### src/rtl/fwcmp_pkg.sv
package fwcmp_pkg;
  typedef enum logic [1:0] {
    VERD_INCOMP = 2'd0,
    VERD_OLD    = 2'd1,
    VERD_SAME   = 2'd2,
    VERD_BETTER = 2'd3
  } verdict_e;

  typedef enum logic [1:0] {
    ST_IDLE = 2'd0,
    ST_RANK = 2'd1,
    ST_WALK = 2'd2
  } step_e;

  localparam int NUM_VER_FIELDS = 6;
  localparam int FLD_MAJOR = 0;
  localparam int FLD_MINOR = 1;
  localparam int FLD_MAINT = 2;
  localparam int FLD_PATCH = 3;
  localparam int FLD_PHASE = 4;
  localparam int FLD_BUILD = 5;
endpackage

### src/rtl/fwcmp_field_rank.sv
module fwcmp_field_rank
  import fwcmp_pkg::*;
#(
  parameter int SIG_W   = 32,
  parameter int FIELD_W = 8,
  localparam int VER_W  = NUM_VER_FIELDS * FIELD_W
) (
  input  logic [SIG_W-1:0] base_sig,
  input  logic [VER_W-1:0] base_ver,
  input  logic [SIG_W-1:0] cand_sig,
  input  logic [VER_W-1:0] cand_ver,
  output verdict_e         rank,
  output logic             need_digest
);
  logic [NUM_VER_FIELDS-1:0] fld_eq;
  logic [NUM_VER_FIELDS-1:0] fld_gt;

  // field k sits k fields below the top of the vector (major first)
  for (genvar k = 0; k < NUM_VER_FIELDS; k++) begin : g_fld
    localparam int HI = VER_W - 1 - k * FIELD_W;
    assign fld_eq[k] = (cand_ver[HI -: FIELD_W] == base_ver[HI -: FIELD_W]);
    assign fld_gt[k] = (cand_ver[HI -: FIELD_W] >  base_ver[HI -: FIELD_W]);
  end

  localparam int PH_HI = VER_W - 1 - FLD_PHASE * FIELD_W;
  localparam int BD_HI = VER_W - 1 - FLD_BUILD * FIELD_W;

  logic compat, low_tie, base_rel, cand_rel;

  assign compat   = (cand_sig == base_sig) & fld_eq[FLD_MAJOR]
                  & fld_eq[FLD_MINOR] & fld_eq[FLD_MAINT];
  assign low_tie  = fld_eq[FLD_PATCH] & fld_eq[FLD_PHASE] & fld_eq[FLD_BUILD];
  assign base_rel = (|base_ver[PH_HI -: FIELD_W]) | (|base_ver[BD_HI -: FIELD_W]);
  assign cand_rel = (|cand_ver[PH_HI -: FIELD_W]) | (|cand_ver[BD_HI -: FIELD_W]);

  always_comb begin
    rank        = VERD_INCOMP;
    need_digest = 1'b0;
    if (!compat) begin
      rank = VERD_INCOMP;
    end else if (low_tie) begin
      need_digest = 1'b1;
      rank        = VERD_SAME;
    end else if (!fld_eq[FLD_PATCH]) begin
      rank = fld_gt[FLD_PATCH] ? VERD_BETTER : VERD_OLD;
    end else if (base_rel && cand_rel) begin
      rank = VERD_SAME;
    end else if (base_rel) begin
      rank = VERD_OLD;
    end else begin
      // two non-release headers with equal patch are a full tie (handled above)
      rank = VERD_BETTER;
    end
  end
endmodule

### src/rtl/fwcmp_major_check.sv
module fwcmp_major_check #(
  parameter int FIELD_W = 8
) (
  input  logic [FIELD_W-1:0] major,
  output logic               usable
);
  assign usable = (major != '0) && (major != '1);
endmodule

### src/rtl/fwcmp_digest_walk.sv
module fwcmp_digest_walk #(
  parameter int DIG_WORDS  = 8,
  parameter int DIG_WORD_W = 32,
  localparam int DIG_W     = DIG_WORDS * DIG_WORD_W,
  localparam int IDX_W     = (DIG_WORDS > 1) ? $clog2(DIG_WORDS) : 1
) (
  input  logic             clk,
  input  logic             rst_n,
  input  logic             go,
  input  logic             active,
  input  logic [DIG_W-1:0] base_dig,
  input  logic [DIG_W-1:0] cand_dig,
  output logic             mismatch,
  output logic             last
);
  logic [IDX_W-1:0] idx_q, idx_d;
  logic             idx_en;

  assign idx_en = go | active;

  always_comb begin
    idx_d = idx_q;
    if (go)          idx_d = '0;
    else if (active) idx_d = idx_q + 1'b1;
  end

  always_ff @(posedge clk or negedge rst_n) begin
    if (!rst_n)      idx_q <= '0;
    else if (idx_en) idx_q <= idx_d;
  end

  assign mismatch = base_dig[idx_q*DIG_WORD_W +: DIG_WORD_W]
                 != cand_dig[idx_q*DIG_WORD_W +: DIG_WORD_W];
  assign last     = (idx_q == IDX_W'(DIG_WORDS - 1));

  // walk never runs past the last digest word
  a_r8_index_in_range: assert property (@(posedge clk) disable iff (!rst_n)
    (active && !last) |=> (idx_q == $past(idx_q) + 1'b1));
endmodule

### src/rtl/fw_hdr_ranker.sv
module fw_hdr_ranker
  import fwcmp_pkg::*;
#(
  parameter int SIG_W      = 32,
  parameter int FIELD_W    = 8,
  parameter int DIG_WORDS  = 8,
  parameter int DIG_WORD_W = 32,
  localparam int VER_W     = NUM_VER_FIELDS * FIELD_W,
  localparam int DIG_W     = DIG_WORDS * DIG_WORD_W
) (
  input  logic             clk,
  input  logic             rst_n,
  input  logic             start,
  input  logic [SIG_W-1:0] base_sig,
  input  logic [VER_W-1:0] base_ver,
  input  logic [DIG_W-1:0] base_digest,
  input  logic [SIG_W-1:0] cand_sig,
  input  logic [VER_W-1:0] cand_ver,
  input  logic [DIG_W-1:0] cand_digest,
  output logic             done,
  output logic [1:0]       verdict,
  output logic             cand_valid
);
  step_e            step_q, step_d;
  logic             cap_en;
  logic [SIG_W-1:0] b_sig_q, c_sig_q;
  logic [VER_W-1:0] b_ver_q, c_ver_q;
  logic [DIG_W-1:0] b_dig_q, c_dig_q;

  verdict_e verd_q, verd_d;
  logic     valid_q, done_q, done_d;
  logic     walk_go, walk_active;

  verdict_e rank;
  logic     need_digest, mismatch, last, major_ok;

  // capture stage
  assign cap_en = start && (step_q == ST_IDLE);

  always_ff @(posedge clk or negedge rst_n) begin
    if (!rst_n) begin
      b_sig_q <= '0; c_sig_q <= '0;
      b_ver_q <= '0; c_ver_q <= '0;
      b_dig_q <= '0; c_dig_q <= '0;
    end else if (cap_en) begin
      b_sig_q <= base_sig;    c_sig_q <= cand_sig;
      b_ver_q <= base_ver;    c_ver_q <= cand_ver;
      b_dig_q <= base_digest; c_dig_q <= cand_digest;
    end
  end

  fwcmp_field_rank #(.SIG_W(SIG_W), .FIELD_W(FIELD_W)) u_rank (
    .base_sig    (b_sig_q),
    .base_ver    (b_ver_q),
    .cand_sig    (c_sig_q),
    .cand_ver    (c_ver_q),
    .rank        (rank),
    .need_digest (need_digest)
  );

  fwcmp_major_check #(.FIELD_W(FIELD_W)) u_major (
    .major  (c_ver_q[VER_W-1 -: FIELD_W]),
    .usable (major_ok)
  );

  fwcmp_digest_walk #(.DIG_WORDS(DIG_WORDS), .DIG_WORD_W(DIG_WORD_W)) u_walk (
    .clk      (clk),
    .rst_n    (rst_n),
    .go       (walk_go),
    .active   (walk_active),
    .base_dig (b_dig_q),
    .cand_dig (c_dig_q),
    .mismatch (mismatch),
    .last     (last)
  );

  // sequencing
  assign walk_active = (step_q == ST_WALK);

  always_comb begin
    step_d  = step_q;
    verd_d  = verd_q;
    done_d  = 1'b0;
    walk_go = 1'b0;
    case (step_q)
      ST_IDLE: if (start) step_d = ST_RANK;
      ST_RANK: begin
        if (need_digest) begin
          walk_go = 1'b1;
          step_d  = ST_WALK;
        end else begin
          verd_d = rank;
          done_d = 1'b1;
          step_d = ST_IDLE;
        end
      end
      ST_WALK: begin
        if (mismatch) begin
          verd_d = VERD_INCOMP;
          done_d = 1'b1;
          step_d = ST_IDLE;
        end else if (last) begin
          verd_d = VERD_SAME;
          done_d = 1'b1;
          step_d = ST_IDLE;
        end
      end
      default: step_d = ST_IDLE;
    endcase
  end

  always_ff @(posedge clk or negedge rst_n) begin
    if (!rst_n) begin
      step_q <= ST_IDLE;
      done_q <= 1'b0;
    end else begin
      step_q <= step_d;
      done_q <= done_d;
    end
  end

  always_ff @(posedge clk or negedge rst_n) begin
    if (!rst_n) begin
      verd_q  <= VERD_INCOMP;
      valid_q <= 1'b0;
    end else if (done_d) begin
      verd_q  <= verd_d;
      valid_q <= major_ok;
    end
  end

  assign done       = done_q;
  assign verdict    = verd_q;
  assign cand_valid = valid_q;

  // strobe lasts one cycle
  a_r11_done_single: assert property (@(posedge clk) disable iff (!rst_n)
    done_q |=> !done_q);
  // outputs only move with a result
  a_r2_hold_between: assert property (@(posedge clk) disable iff (!rst_n)
    !done_q |-> ($stable(verd_q) && $stable(valid_q)));
  // captured headers frozen while busy
  a_r10_busy_frozen: assert property (@(posedge clk) disable iff (!rst_n)
    (step_q != ST_IDLE) |=> ($stable(b_sig_q) && $stable(c_ver_q) && $stable(c_dig_q)));
  // a differing digest word ends the walk as incompatible
  a_r8_stop_incomp: assert property (@(posedge clk) disable iff (!rst_n)
    (walk_active && mismatch) |=> (done_q && verd_q == VERD_INCOMP));
  // a result always follows a busy cycle
  a_r1_done_after_work: assert property (@(posedge clk) disable iff (!rst_n)
    done_q |-> ($past(step_q) != ST_IDLE));
endmodule

### config.mk
export PLATFORM = sky130hd
export DESIGN_NAME = fw_hdr_ranker
export DESIGN_NICKNAME = d
export VERILOG_FILES = /design/src/rtl/fwcmp_pkg.sv /design/src/rtl/fwcmp_field_rank.sv /design/src/rtl/fwcmp_major_check.sv /design/src/rtl/fwcmp_digest_walk.sv /design/src/rtl/fw_hdr_ranker.sv
export SDC_FILE = /design/constraint.sdc
export NUM_CORES = 1
export LEC_CHECK = 0
export BUFFER_PORTS_ARGS = -buffer_cell sky130_fd_sc_hd__clkbuf_2
export CELL_PAD_IN_SITES_DETAIL_PLACEMENT = 1
export CELL_PAD_IN_SITES_GLOBAL_PLACEMENT = 2
export CORE_MARGIN = 3
export CORE_UTILIZATION = 37
export DETAILED_ROUTE_END_ITERATION = 7
export PLACE_DENSITY = 0.84
export SYNTH_ARGS = -nofsm -noshare
export SYNTH_HDL_FRONTEND = slang
export SYNTH_SLANG_ARGS = --single-unit
### constraint.sdc
create_clock -name clk -period 3.6 [get_ports clk]
set_input_delay 0.54 -clock clk [delete_from_list [all_inputs] [get_ports clk]]
set_output_delay 0.54 -clock clk [all_outputs]
set_load 0.05 [all_outputs]
# ---- Word-level counts from Yosys, hierarchy flattened
# Index checks and enable logic that the tools add are counted.
dict set report word_totals {
  register_bits 681
  inputBits 675
  output_inout_bits 4
  elab_cells 77
}
dict set report classes {
  add_sub_neg 1
  order_cmp 1
  eq_ne 15
  shift 2
  mux 25
  n_bitwise 8
  n_reduce_logical 14
}
# op count
set op_table {}
lappend op_table {{256-bit by 9-bit indexed part select with 32-bit output} 2}
lappend op_table {{8-bit equality test} 6}
lappend op_table {{32-bit equality test} 1}
lappend op_table {{32-bit inequality test} 1}
lappend op_table {{8-bit OR reduction} 4}
lappend op_table {{2-bit two-way mux} 13}
lappend op_table {{8-bit greater-than comparator} 1}
lappend op_table {{8-bit inequality test (second input constant)} 1}
lappend op_table {{8-bit nonzero test} 1}
lappend op_table {{1-bit two-way mux} 7}
lappend op_table {{3-bit two-way mux} 2}
lappend op_table {{2-bit case mux with 3 select lines} 1}
lappend op_table {{1-bit bitwise AND} 5}
lappend op_table {{2-bit inequality test (second input constant)} 2}
lappend op_table {{2-bit case mux with 2 select lines} 1}
lappend op_table {{2-bit AND reduction} 2}
lappend op_table {{4-bit AND reduction} 1}
lappend op_table {{2-bit nonzero test} 2}
lappend op_table {{3-bit by 1-bit adder with 3-bit output (second input constant)} 1}
lappend op_table {{3-bit equality test (second input constant)} 1}
lappend op_table {{1-bit logical AND} 3}
lappend op_table {{3-bit inequality test (second input constant)} 1}
lappend op_table {{1-bit OR} 3}
lappend op_table {{2-bit by 1-bit equality test with 1-bit output (second input constant)} 1}
lappend op_table {{other kinds (3)} 3}

# ---- Longest topological paths before layout
# Gate-level depths: netlist of run 1.
dict set report logic_depth {
  word_depth 9
  depth_mapped 12
  depth_no_buf 10
}

# ---- Modules after synthesis
# From an unflattened synthesis of run 1, not the netlist that was laid out.
dict set report unflattened {
  hier_cells 1864
  hier_area_um2 30346.6
}
# mod instances cells_per_inst area_per_inst_um2 seq_area_each_um2
set modules_own_cells {}
lappend modules_own_cells {fw_hdr_ranker 1 1453 25160.4 16966.3}
lappend modules_own_cells {fwcmp_digest_walk 1 266 4055.1 75.1}
lappend modules_own_cells {fwcmp_field_rank 1 139 1084.8 0.0}
lappend modules_own_cells {fwcmp_major_check 1 6 46.3 0.0}

# ---- Worst setup path before layout of run 1
# OpenSTA, ideal clock, no wires.
dict set report synth_timing {
  path_kind {flip-flop to flip-flop}
  from {register u_walk.idx_q[1]}
  to {register step_q[1]}
  setup_ns 0.125
  arrival_time_ns 2.675
  t_required_ns 3.475
  path_slack_ns 0.800
  stages_incl_launch_ff 11
  n_path_buf 2
  synth_period_minus_slack_ns 2.800
  cell_sequence {dfrtp_1 buf_6 buf_6 mux4_2 mux2i_1 xor2_1 a2111oi_4 nand4_2 nor4_4 a32oi_1 mux2_4}
}
dict set report synth_between {
  elab_chain_cells 4
  word_cells_on_any_way 8
  cone_classes {eq/ne: 3; shift: 2; mux: 2; reduce/logical: 1}
}
# item line_no
set synth_lines {}
lappend synth_lines {{start: declaration} fwcmp_digest_walk.sv:16} ;# logic [IDX_W-1:0] idx_q, idx_d;
lappend synth_lines {{start signal: assignment} fwcmp_digest_walk.sv:29} ;# else if (idx_en) idx_q <= idx_d;
lappend synth_lines {{256-bit by 9-bit indexed part select with 32-bit output (on tied branches)} {fwcmp_digest_walk.sv:32, fwcmp_digest_walk.sv:33}}
lappend synth_lines {{32-bit inequality test} fwcmp_digest_walk.sv:33} ;# != cand_dig[idx_q*DIG_WORD_W +: DIG_WORD_W];
lappend synth_lines {{2-bit two-way mux / 3-bit inequality test (equally long branches)} n/a}
lappend synth_lines {{2-bit case mux with 3 select lines / 2-bit AND reduction (equally long branches)} n/a}
lappend synth_lines {{end signal: assignment} fw_hdr_ranker.sv:117} ;# step_q <= step_d;
lappend synth_lines {{end: declaration} fw_hdr_ranker.sv:24} ;# step_e step_q, step_d;
# Several ways; a longest one is shown, not always the timed one.
# A chain may end at the register's enable or synchronous reset.

# ---- Final worst setup path of run 1
# Same ends and word-level chain as after synthesis.

==> results_dict.tcl, run 1 <==
set metrics [dict create \
    numPortBuffers 678 \
    vias_per_cell 5.16 \
    drc 0 \
    die_h_um 292 \
    cts_buffers 78 \
    routed_wl_um 108000 \
    drv_cap 0 \
    gp_congestion 0.874 \
    syn-cell-area_um2 30300 \
    syn_nets 2776 \
    period_needed_ns 3.47 \
    slew-limit-headroom_pct 44.0 \
    ir_drop_uv 514 \
    place_ws_ns -0.114 \
    post-dp-hpwl_um 85200 \
    fin_area_um2 37900 \
    synth_area_leaders "dfrtp_1, mux2_2, xor2_1, xnor2_1, mux4_2" \
    power.density_nw_per_um2 932 \
    critPathLaunch "u_walk.idx_q[1]" \
    die_area_um2 85300 \
    grt_max_degree 99 \
    synth_top_area_cell "dfrtp_1" \
    fin_ws_ns 0.132 \
    dr_total_vias 20400 \
    leakage_nw 16.9 \
    placed_area_um2 35100 \
    final_max_slew_viol_count 0 \
    grt_overflow_total 0 \
    drt_iter0_markers 1133 \
    cts_tree "built" \
    cts_max_level 3 \
    clockBufferDepth 3 \
    core-area_um2 80800 \
    status "complete, no violations" \
    clock_skew_ns 0.0232 \
    drive_gt1_share_pct 55.0 \
    max_clock_freq_mhz 288 \
    syn_inst 2088 \
    synth_edf_count 0 \
    grt.total_usage_pct 24.8 \
    area_growth_pct 25.2 \
    r2r-start "u_walk.idx_q[1]" \
    drtAntennaViolNets 0 \
    antenna_found_initial 47 \
    initial_core_util_pct 37.5 \
    yosysTopAreaCellShare_pct 56.3 \
    clock-sinks 681 \
    endpoint "step_q[1]" \
    ys_seq_elements 681 \
    tightest_slew_ns 0.837 \
    wl_per_cell_um 27.3 \
    arrival_ns 3.98 \
    yosysSeqAreaShare_pct 56.3 \
    hold_violations 0 \
    path_clk_slew_ns 0.06 \
    hold_class "in2reg" \
    path_class "reg2reg" \
    setup_viol 0 \
    crit_fanout 16 \
    die_x_um 292 \
    cts-root-buf "clkbuf_16" \
    async_flop_share_pct 100 \
    regToRegSetupSlack_ns 0.13 \
    rr_worst_depth 9 \
    end_kind "flip-flop" \
    nets 3486 \
    clock_latency_ns 0.64 \
    yosys_warnings 0 \
    finalCritPeriodShare_pct 96.3 \
    grt_pass1_vias 23200 \
    drt_first_pass_iters 4 \
    grt_pass1_wl_um 154000 \
    fin_tns_setup_ns 0 \
    r2r_end "step_q[1]" \
    row_count 104 \
    io_pins 679 \
    ys_types 56 \
    syn_avg_cell_area_um2 14.5 \
    cp.required_ns 4.11 \
    ys.flop_type "dfrtp_1" \
    critPathLaunchType "flip-flop" \
]
where the power goes:
group	leakage [nW]	switching (mW)	internal (mW)	total, mW
combinational	7.72	6.51	6.25	12.8
sequential	7.94	2.92	11.6	14.5
clock	1.26	3.43	4.65	8.07
cell usage after synthesis, types with 2 or more instances:
cell,count
a32o_1,2
inv_2,2
a21oi_1,12
a21o_1,4
or4_1,2
clkbuf_1,84
o211ai_1,4
mux2i_1,19
xor2_1,179
o221ai_1,7
a311oi_1,3
nor3_1,21
buf_6,4
o22ai_1,70
nand2b_1,4
o21a_1,2
mux4_2,22
a211oi_1,2
buf_2,10
a31oi_1,4
or3b_2,3
o22a_1,4
nand2_1,11
ha_1,13
nand3_1,7
buf_4,3
nand4_1,30
o21ai_0,7
nand3b_1,3
nor4_4,2
mux2_2,674
nor4_1,19
a2111oi_0,3
nor2_1,22
dfrtp_1,681
o211a_1,2
inv_1,16
xnor2_1,112
or2_2,2
through the flow:
stage	power [mW]	cells	hold slack (ns)	util (%)
2_1_floorplan	21.8	2088	0.244	-
3_3_place_gp	26.8	3765	0.481	43.4
3_5_place_dp	27.3	3765	0.490	43.4
4_1_cts	35.6	3909	0.0812	46.7
5_1_grt	37.1	3945	0.103	46.9
6_report	35.3	3953	0.121	46.9
cell type report:
| type | count | area [um2] |
|---|---|---|
| fill | 8289 | 42900 |
| sequential | 681 | 17100 |
| multi-input combinational | 1288 | 12700 |
| timing repair buffer | 731 | 4010 |
| clock buffer | 106 | 2170 |
| tap | 1060 | 1330 |
| clock inverter | 33 | 425 |
| antenna | 36 | 90.1 |
| inverter | 18 | 67.6 |
routing by layer:
metal,vias to the layer above,track usage (%),part of all wire [%],routed length [um]
met3,199,6.47,6.5,7010
li1,8964,-,-,-
met2,635,43.8,52,55700
met5,-,0,0.13,135
met1,10600,28.5,38,40900
met4,20,10.2,3.8,4110
flip-flops by register name (all words and copies together) (netlist names), 3 cells and up:
name          cells
b_dig_q         256
b_sig_q          32
b_ver_q          48
c_dig_q         256
c_sig_q          32
c_ver_q          48
u_walk.idx_q      3
critical path, stage by stage (launching register included):
cell	delay, ns
dfrtp_4	0.63
buf_8	0.23
or3_2	0.69
o22ai_1	0.29
nor4_1	0.13
nor3_1	0.22
nand4_2	0.16
nor4_4	0.47
a32oi_1	0.19
mux2_4	0.33
worst min-delay path by stage:
| stage | start | endpoint | slack (ns) | depth (start not counted) |
|---|---|---|---|---|
| after global routing | base_digest[166] | b_dig_q[166] | 0.10 | 2 |
| after CTS | base_digest[226] | b_dig_q[226] | 0.08 | 2 |
| after global placement | c_dig_q[16] | c_dig_q[16] | 0.48 | 1 |
| after detailed placement | b_dig_q[88] | b_dig_q[88] | 0.49 | 1 |
| final | base_digest[226] | b_dig_q[226] | 0.12 | 2 |
| after floorplan | rst_n | b_dig_q[0] | 0.24 | 0 |
logic make-up after synthesis:
logic type / Yosys count / share of synthesized area, %
multiplexers: 717 / 27.4
AO/OA/AOI/OAI: 133 / 3.03
AND/OR/NAND/NOR: 134 / 2.61
XOR/XNOR: 291 / 8.42
flip-flops: 681 / 56.3
adder cells (fa/ha/maj): 13 / 0.537
buffers and inverters: 119 / 1.65
placed cells by master (no fill, tap or decap), drive strengths merged, types with 4 or more instances in the layout:
cell      instances
buf              53
a21oi            12
o22a              4
dfrtp           681
mux4             22
nand2            11
nor2             22
nand2b            4
mux2i            20
xor2            179
clkinvlp          4
o21ai             7
a31oi             4
bufinv            5
diode            36
clkbuf          783
nand4            31
xnor2           112
mux2            675
nor4             21
a21o              4
clkinv           20
nor3             21
inv              22
ha               13
o221ai            7
nand3             7
o22ai            70
a2111oi           4
o211ai            4
timing repair:
action / in CTS / in global routing
setup endpoints to repair: 3 / 4
setup buffers: 4 / 8
hold endpoints to repair: 62 / 0
pin swaps: 0 / 1
resized for setup: 0 / 4
hold buffers: 1 / 0
(Power assumes the default switching activity.)
==> run 2: changes to the inputs <==
- PLACE_DENSITY: 0.84 -> not set
- PLACE_DENSITY_LB_ADDON: not set -> 0.1
- RECOVER_POWER: not set -> 50
==> run 2 against run 1 <==
  * The flow now finishes with violations (capacitance limit, slew limit)
  * Final cell count decreased by 0.10%
  * Global-route usage fell by 0.93 points
  * Maximum frequency fell by 1.7%
  * Highest routed layer unchanged
  * Flip-flop and latch count unchanged
==> results_dict.tcl, run 2 (synthesis results as in run 1) <==
set metrics [dict create \
    crit_fanout 17 \
    post-dp-hpwl_um 81900 \
    drt_first_pass_iters 5 \
    path_class "reg2reg" \
    hold_class "in2reg" \
    grt.total_usage_pct 23.8 \
    rsz0062_at_grt "no" \
    dr_total_vias 20000 \
    p_sw_mw 12.1 \
    slew-limit-headroom_pct -29.1 \
    hold_violations 0 \
    grt_max_degree 117 \
    drv_cap 6 \
    drtAntennaViolNets 0 \
    rr_worst_depth 9 \
    cts_buffers 79 \
    cts-root-buf "clkbuf_16" \
    drc 0 \
    clock-sinks 681 \
    clockBufferDepth 3 \
    drt_iter0_markers 902 \
    p_seq_share_pct 41.1 \
    row_count 104 \
    crit_cells 9 \
    grt_pass1_wl_um 148000 \
    holdCritStartpoint "cand_digest[164]" \
    clock_latency_ns 0.63 \
    die_h_um 292 \
    path_cells "or3b_2 > o22ai_1 > nor4_1 > nor3_1 > nand4_2 > nor4_4 > buf_4 > a32oi_1 > mux2_4" \
    p_int_mw 22.7 \
    nets 3485 \
    vias_per_cell 5.07 \
    p_sw_share_pct 34.7 \
    r2r_end "step_q[1]" \
    final_cell_mix "clkbuf_2, dfrtp_1, mux2_2, xor2_1, xnor2_1" \
    layout_commonest_cell "clkbuf_2" \
    ff_latch_area_um2 17100 \
    die_x_um 292 \
    critPathMaxStageDelay_ns 1.01 \
    place_ws_ns -0.0539 \
    hold-path-cell-count 2 \
    cts_max_level 3 \
    numPortBuffers 678 \
    ir_drop_uv 439 \
    combPwrFrac_pct 35.2 \
    setup_viol 0 \
    multiInputGateArea_um2 12700 \
    r2r-start "u_walk.idx_q[1]" \
    finish.utilization_pct 46.8 \
    cts_tree "built" \
    status "finished, violations left" \
    max_clock_freq_mhz 283 \
    routed_wl_um 103000 \
    initial_core_util_pct 37.5 \
    final_max_slew_viol_count 347 \
    fin_tns_setup_ns 0 \
    tightest_slew_ns 1.94 \
    regToRegSetupSlack_ns 0.07 \
    grt_pass1_vias 22400 \
    arrival_ns 4.02 \
    wl_per_cell_um 26.2 \
    reg_top3 "b_dig_q (256), c_dig_q (256)" \
    path_clk_slew_ns 0.06 \
    fin_ws_ns 0.0722 \
    placed_area_um2 35100 \
    area_growth_pct 24.9 \
    clock_skew_ns 0.0177 \
    fill_cells 8273 \
    core-area_um2 80800 \
    violations "capacitance limit, slew limit" \
    drive_gt1_share_pct 54.6 \
    io_pins 679 \
    period_needed_ns 3.53 \
    hold_end "c_dig_q[164]" \
    cp.required_ns 4.10 \
    leakage_nw 16.9 \
    crit_buf_inv 1 \
    power.density_nw_per_um2 920 \
    clkPwrFrac_pct 23.7 \
    fin_area_um2 37800 \
    cpMaxStageDelayCell "nor4_1" \
    end_kind "flip-flop" \
    crit_family "simple AND/OR/NAND/NOR gates" \
    critPathLaunchType "flip-flop" \
    worst_hold_slack_ns 0.139 \
    grt_overflow_total 0 \
    antenna_found_initial 46 \
    finalCritPeriodShare_pct 98.0 \
    gp_congestion 0.856 \
    cts_resized 0 \
    die_area_um2 85300 \
]
[run 2: area by class of cell]
type	count	share of cell area (%)
clock inverter	29	0.983
tap	1060	3.51
multi-input combinational	1288	33.7
clock buffer	114	6.11
sequential	681	45.1
timing repair buffer	729	10.3
inverter	18	0.179
antenna	30	0.199
[run 2: through the flow]
stage | power, mW | cells
after floorplan | 21.8 | 2088
after detailed placement | 26.8 | 3768
final | 34.8 | 3949
after global placement | 26.4 | 3768
after global routing | 36.7 | 3938
after CTS | 35.2 | 3916
[run 2: worst max path at each step]
stage / from / endpoint / slack [ns]
6_report: u_walk.idx_q[1] / step_q[1] / 0.07
5_1_grt: rst_n / b_dig_q[178] / 0.08
4_1_cts: u_walk.idx_q[2] / step_q[1] / 0.03
3_5_place_dp: u_walk.idx_q[2] / step_q[1] / -0.05
3_3_place_gp: u_walk.idx_q[2] / step_q[1] / 0.09
2_1_floorplan: u_walk.idx_q[1] / step_q[1] / 0.80
[run 2: what timing repair did]
item,in CTS,in global routing
hold buffers,1,0
pin swaps,0,1
endpoints found under the setup margin,1,2
buffers inserted,4,3
hold endpoints to repair,40,0
[run 2: per-layer routing]
| layer | vias up | part of all wire (%) | track usage, % |
|---|---|---|---|
| met4 | 30 | 3.2 | 9.15 |
| met3 | 178 | 6.9 | 6.82 |
| li1 | 8939 | - | - |
| met5 | - | 0.20 | 0 |
| met2 | 597 | 51 | 41.7 |
| met1 | 10300 | 38 | 27.7 |
[run 2: power by group through the flow]
| stage | combinational, mW | sequential, mW | clock [mW] |
|---|---|---|---|
| 2_1_floorplan | 8.22 | 13.6 | 0 |
| 3_3_place_gp | 12.2 | 14.2 | 0 |
| 3_5_place_dp | 12.4 | 14.5 | 0 |
| 4_1_cts | 12.4 | 14.3 | 8.47 |
| 5_1_grt | 13.1 | 14.8 | 8.79 |
| 6_report | 12.2 | 14.3 | 8.25 |
==> run 3: changes to the inputs <==
- ABC_AREA: not set -> 1
- CORE_UTILIZATION: 37 -> 33
==> run 3 against run 2 <==
  * The flow still finishes with violations (capacitance limit, slew limit)
  * Synthesized cell count increased by 82%
  * Critical path depth increased by 8
  * Design area increased by 7.1%
  * Non-clock buffer count increased by 32
  * Global-route usage increased by 0.45 points
  * First-iteration DRC count increased by 65%
  * Sequential power decreased by 8%
  * Hold slack got worse by 0.022 ns
  * Largest cell class unchanged
==> results_dict.tcl, run 3 <==
set metrics [dict create \
    p_sw_mw 11.6 \
    cp.required_ns 4.10 \
    fin_tns_setup_ns 0 \
    path_cells "inv_8 > buf_12 > nand2_1 > nand3_1 > nand3_1 > o21ai_1 > nand2_1 > nand2_1 > nand2_1 > nor2_1 > nand2_1 > nor2_2 > nand3_1 > nand2_1 > nand2_2 > nand2_1 > o21ai_0" \
    regToRegSetupSlack_ns 0.36 \
    cpMaxStageDelayCell "dfrtp_4" \
    leakage_nw 20.7 \
    cts_max_level 3 \
    hold_buffers 1 \
    initial_core_util_pct 33.3 \
    clkPwrFrac_pct 25.8 \
    core-area_um2 98400 \
    drc 0 \
    grt_overflow_total 0 \
    ys.flop_type "dfrtp_1" \
    io_pins 679 \
    critPathLaunchType "flip-flop" \
    post-dp-hpwl_um 97100 \
    postCtsSetupBuffers 0 \
    area_growth_pct 23.5 \
    violations "capacitance limit, slew limit" \
    crit_buf_inv 2 \
    nets 5105 \
    grt_max_degree 118 \
    rsz0062_at_grt "no" \
    drtAntennaViolNets 0 \
    synth.most_common_cell "nand2_1" \
    slew-limit-headroom_pct -55.3 \
    yosysTopAreaCellShare_pct 52.0 \
    synth_top_area_cell "dfrtp_1" \
    status "finished, violations left" \
    path_class "reg2reg" \
    power.density_nw_per_um2 804 \
    clock_skew_ns 0.0189 \
    layout_commonest_cell "nand2_1" \
    gp_congestion 0.796 \
    setup_viol 0 \
    syn_nets 4478 \
    cts_tree "built" \
    hold_class "in2reg" \
    dr_total_vias 27700 \
    reg_top3 "b_dig_q (256), c_dig_q (256)" \
    drv_cap 2 \
    cts-root-buf "clkbuf_16" \
    row_count 115 \
    drt_iter0_markers 1487 \
    p_seq_share_pct 40.4 \
    cts_buffers 83 \
    ys_seq_elements 681 \
    worst_hold_slack_ns 0.117 \
    period_needed_ns 3.24 \
    final_max_slew_viol_count 78 \
    synth_edf_count 0 \
    critPathMaxStageDelay_ns 0.59 \
    clockBufferDepth 3 \
    hold_violations 0 \
    combPwrFrac_pct 33.8 \
    grt_pass1_wl_um 188000 \
    drive_gt1_share_pct 27.0 \
    path_clk_slew_ns 0.06 \
    crit_fanout 50 \
    antenna_found_initial 37 \
    p_sw_share_pct 35.5 \
    cts_resized 0 \
    routed_wl_um 127000 \
    critPathMostFrequentCell "nand2_1" \
    syn-cell-area_um2 32800 \
    crit_family "simple AND/OR/NAND/NOR gates" \
    tightest_slew_ns 2.33 \
    synth_area_leaders "dfrtp_1, mux2_2, nand2_1, nor2_1, a21oi_1" \
    vias_per_cell 4.79 \
    async_flop_share_pct 100 \
    grt_pass1_vias 29500 \
    wl_per_cell_um 21.9 \
    yosys_warnings 0 \
    ir_drop_uv 376 \
    die_area_um2 103000 \
    syn_inst 3790 \
    max_clock_freq_mhz 309 \
    finalCritPeriodShare_pct 89.9 \
    ys_types 26 \
    final_cell_mix "nand2_1, clkbuf_2, dfrtp_1, nor2_1, inv_1" \
    arrival_ns 3.74 \
    yosysSeqAreaShare_pct 52.0 \
    fill_cells 11700 \
    p_int_mw 21.0 \
    die_h_um 321 \
    end_kind "flip-flop" \
    clock-sinks 681 \
    grt.total_usage_pct 24.3 \
    syn_avg_cell_area_um2 8.65 \
    drt_first_pass_iters 5 \
    numPortBuffers 678 \
    synthTopCellsByCount "nand2_1, dfrtp_1, nor2_1, inv_1, a21oi_1" \
    clock_latency_ns 0.65 \
    die_x_um 321 \
]
[run 3: cell count changes in the layout (fill, tap and decap cells not counted), sizes merged, moves of 69 or more]
cell   previous run  this run
xor2            179        12
mux2            675       320
inv              21       393
nand3             7       330
a21oi            12       358
o22ai            70         1
nor2             22       497
nand2            11       822
[run 3: cell type report]
cell class              instances  area (um2)  area share (%)
clock inverters                19         211           0.522
clock buffers                 130        2480            6.13
flip-flops and latches        681       17100            42.1
inverters                     388        1470            3.63
multi-input cells            2502       13300            32.7
repair buffers                761        4390            10.8
diodes                         13        32.5          0.0803
well taps                    1287        1610            3.98
[run 3: worst register-to-register path, stage by stage, from the launching register on]
cell	delay [ns]
dfrtp_4	0.59
inv_8	0.30
buf_12	0.31
nand2_1	0.17
nand3_1	0.17
nand3_1	0.22
o21ai_1	0.15
nand2_1	0.07
nand2_1	0.06
nand2_1	0.11
nor2_1	0.12
nand2_1	0.07
nor2_2	0.27
nand3_1	0.13
nand2_1	0.09
nand2_2	0.07
nand2_1	0.10
o21ai_0	0.09
[run 3: logic make-up after synthesis]
group / count (synthesis) / synth area share, %
and+or+nand+nor: 1692 / 21.0
DFF: 681 / 52.0
buffers and inverters: 607 / 7.61
AOI/OAI and AO/OA: 419 / 6.43
muxes: 320 / 11.0
xor gates and xnor gates: 58 / 1.55
adders and majority gates: 13 / 0.496
[run 3: power by group through the flow]
stage	Clock, mW	Sequential, mW	Combinational (mW)
after floorplan	0	12.7	7.74
after global placement	0	13.2	11.0
after detailed placement	0	13.3	11.1
after CTS	8.64	13.2	11.2
after global routing	8.96	13.6	12.5
final	8.39	13.2	11.0
[run 3: per-layer routing]
| layer | global-route usage [%] | vias to the layer above | wire length, um |
|---|---|---|---|
| li1 | - | 13400 | - |
| met1 | 31.6 | 13600 | 55700 |
| met2 | 41.0 | 553 | 61500 |
| met3 | 5.69 | 170 | 6840 |
| met4 | 5.84 | 30 | 2290 |
| met5 | 0 | - | 184 |
[run 3: worst paths after layout]
check / start / cells past startpoint / end
setup / recovery: u_walk.idx_q[0] / 17 / cand_valid
hold / removal: cand_ver[2] / 2 / c_ver_q[2]
setup reg to reg: u_walk.idx_q[0] / 17 / cand_valid
hold reg to reg: verdict[1] / 2 / verdict[1]
max in group asynchronous: rst_n / 3 / c_dig_q[56]
min in group asynchronous: rst_n / 2 / b_dig_q[37]
[run 3: stage by stage]
step                      setup WS (ns)  util (%)  cells  power, mW  cell area, um2
after detailed placement          0.393      38.5   5618       24.5           37900
after global routing             0.0875      41.1   5772       35.1           40500
after floorplan                    1.56         -   3790       20.4           32800
after CTS                         0.376      41.2   5768       33.1           40600
after global placement            0.415      38.5   5618       24.2           37900
final                             0.364      41.2   5781       32.6           40500
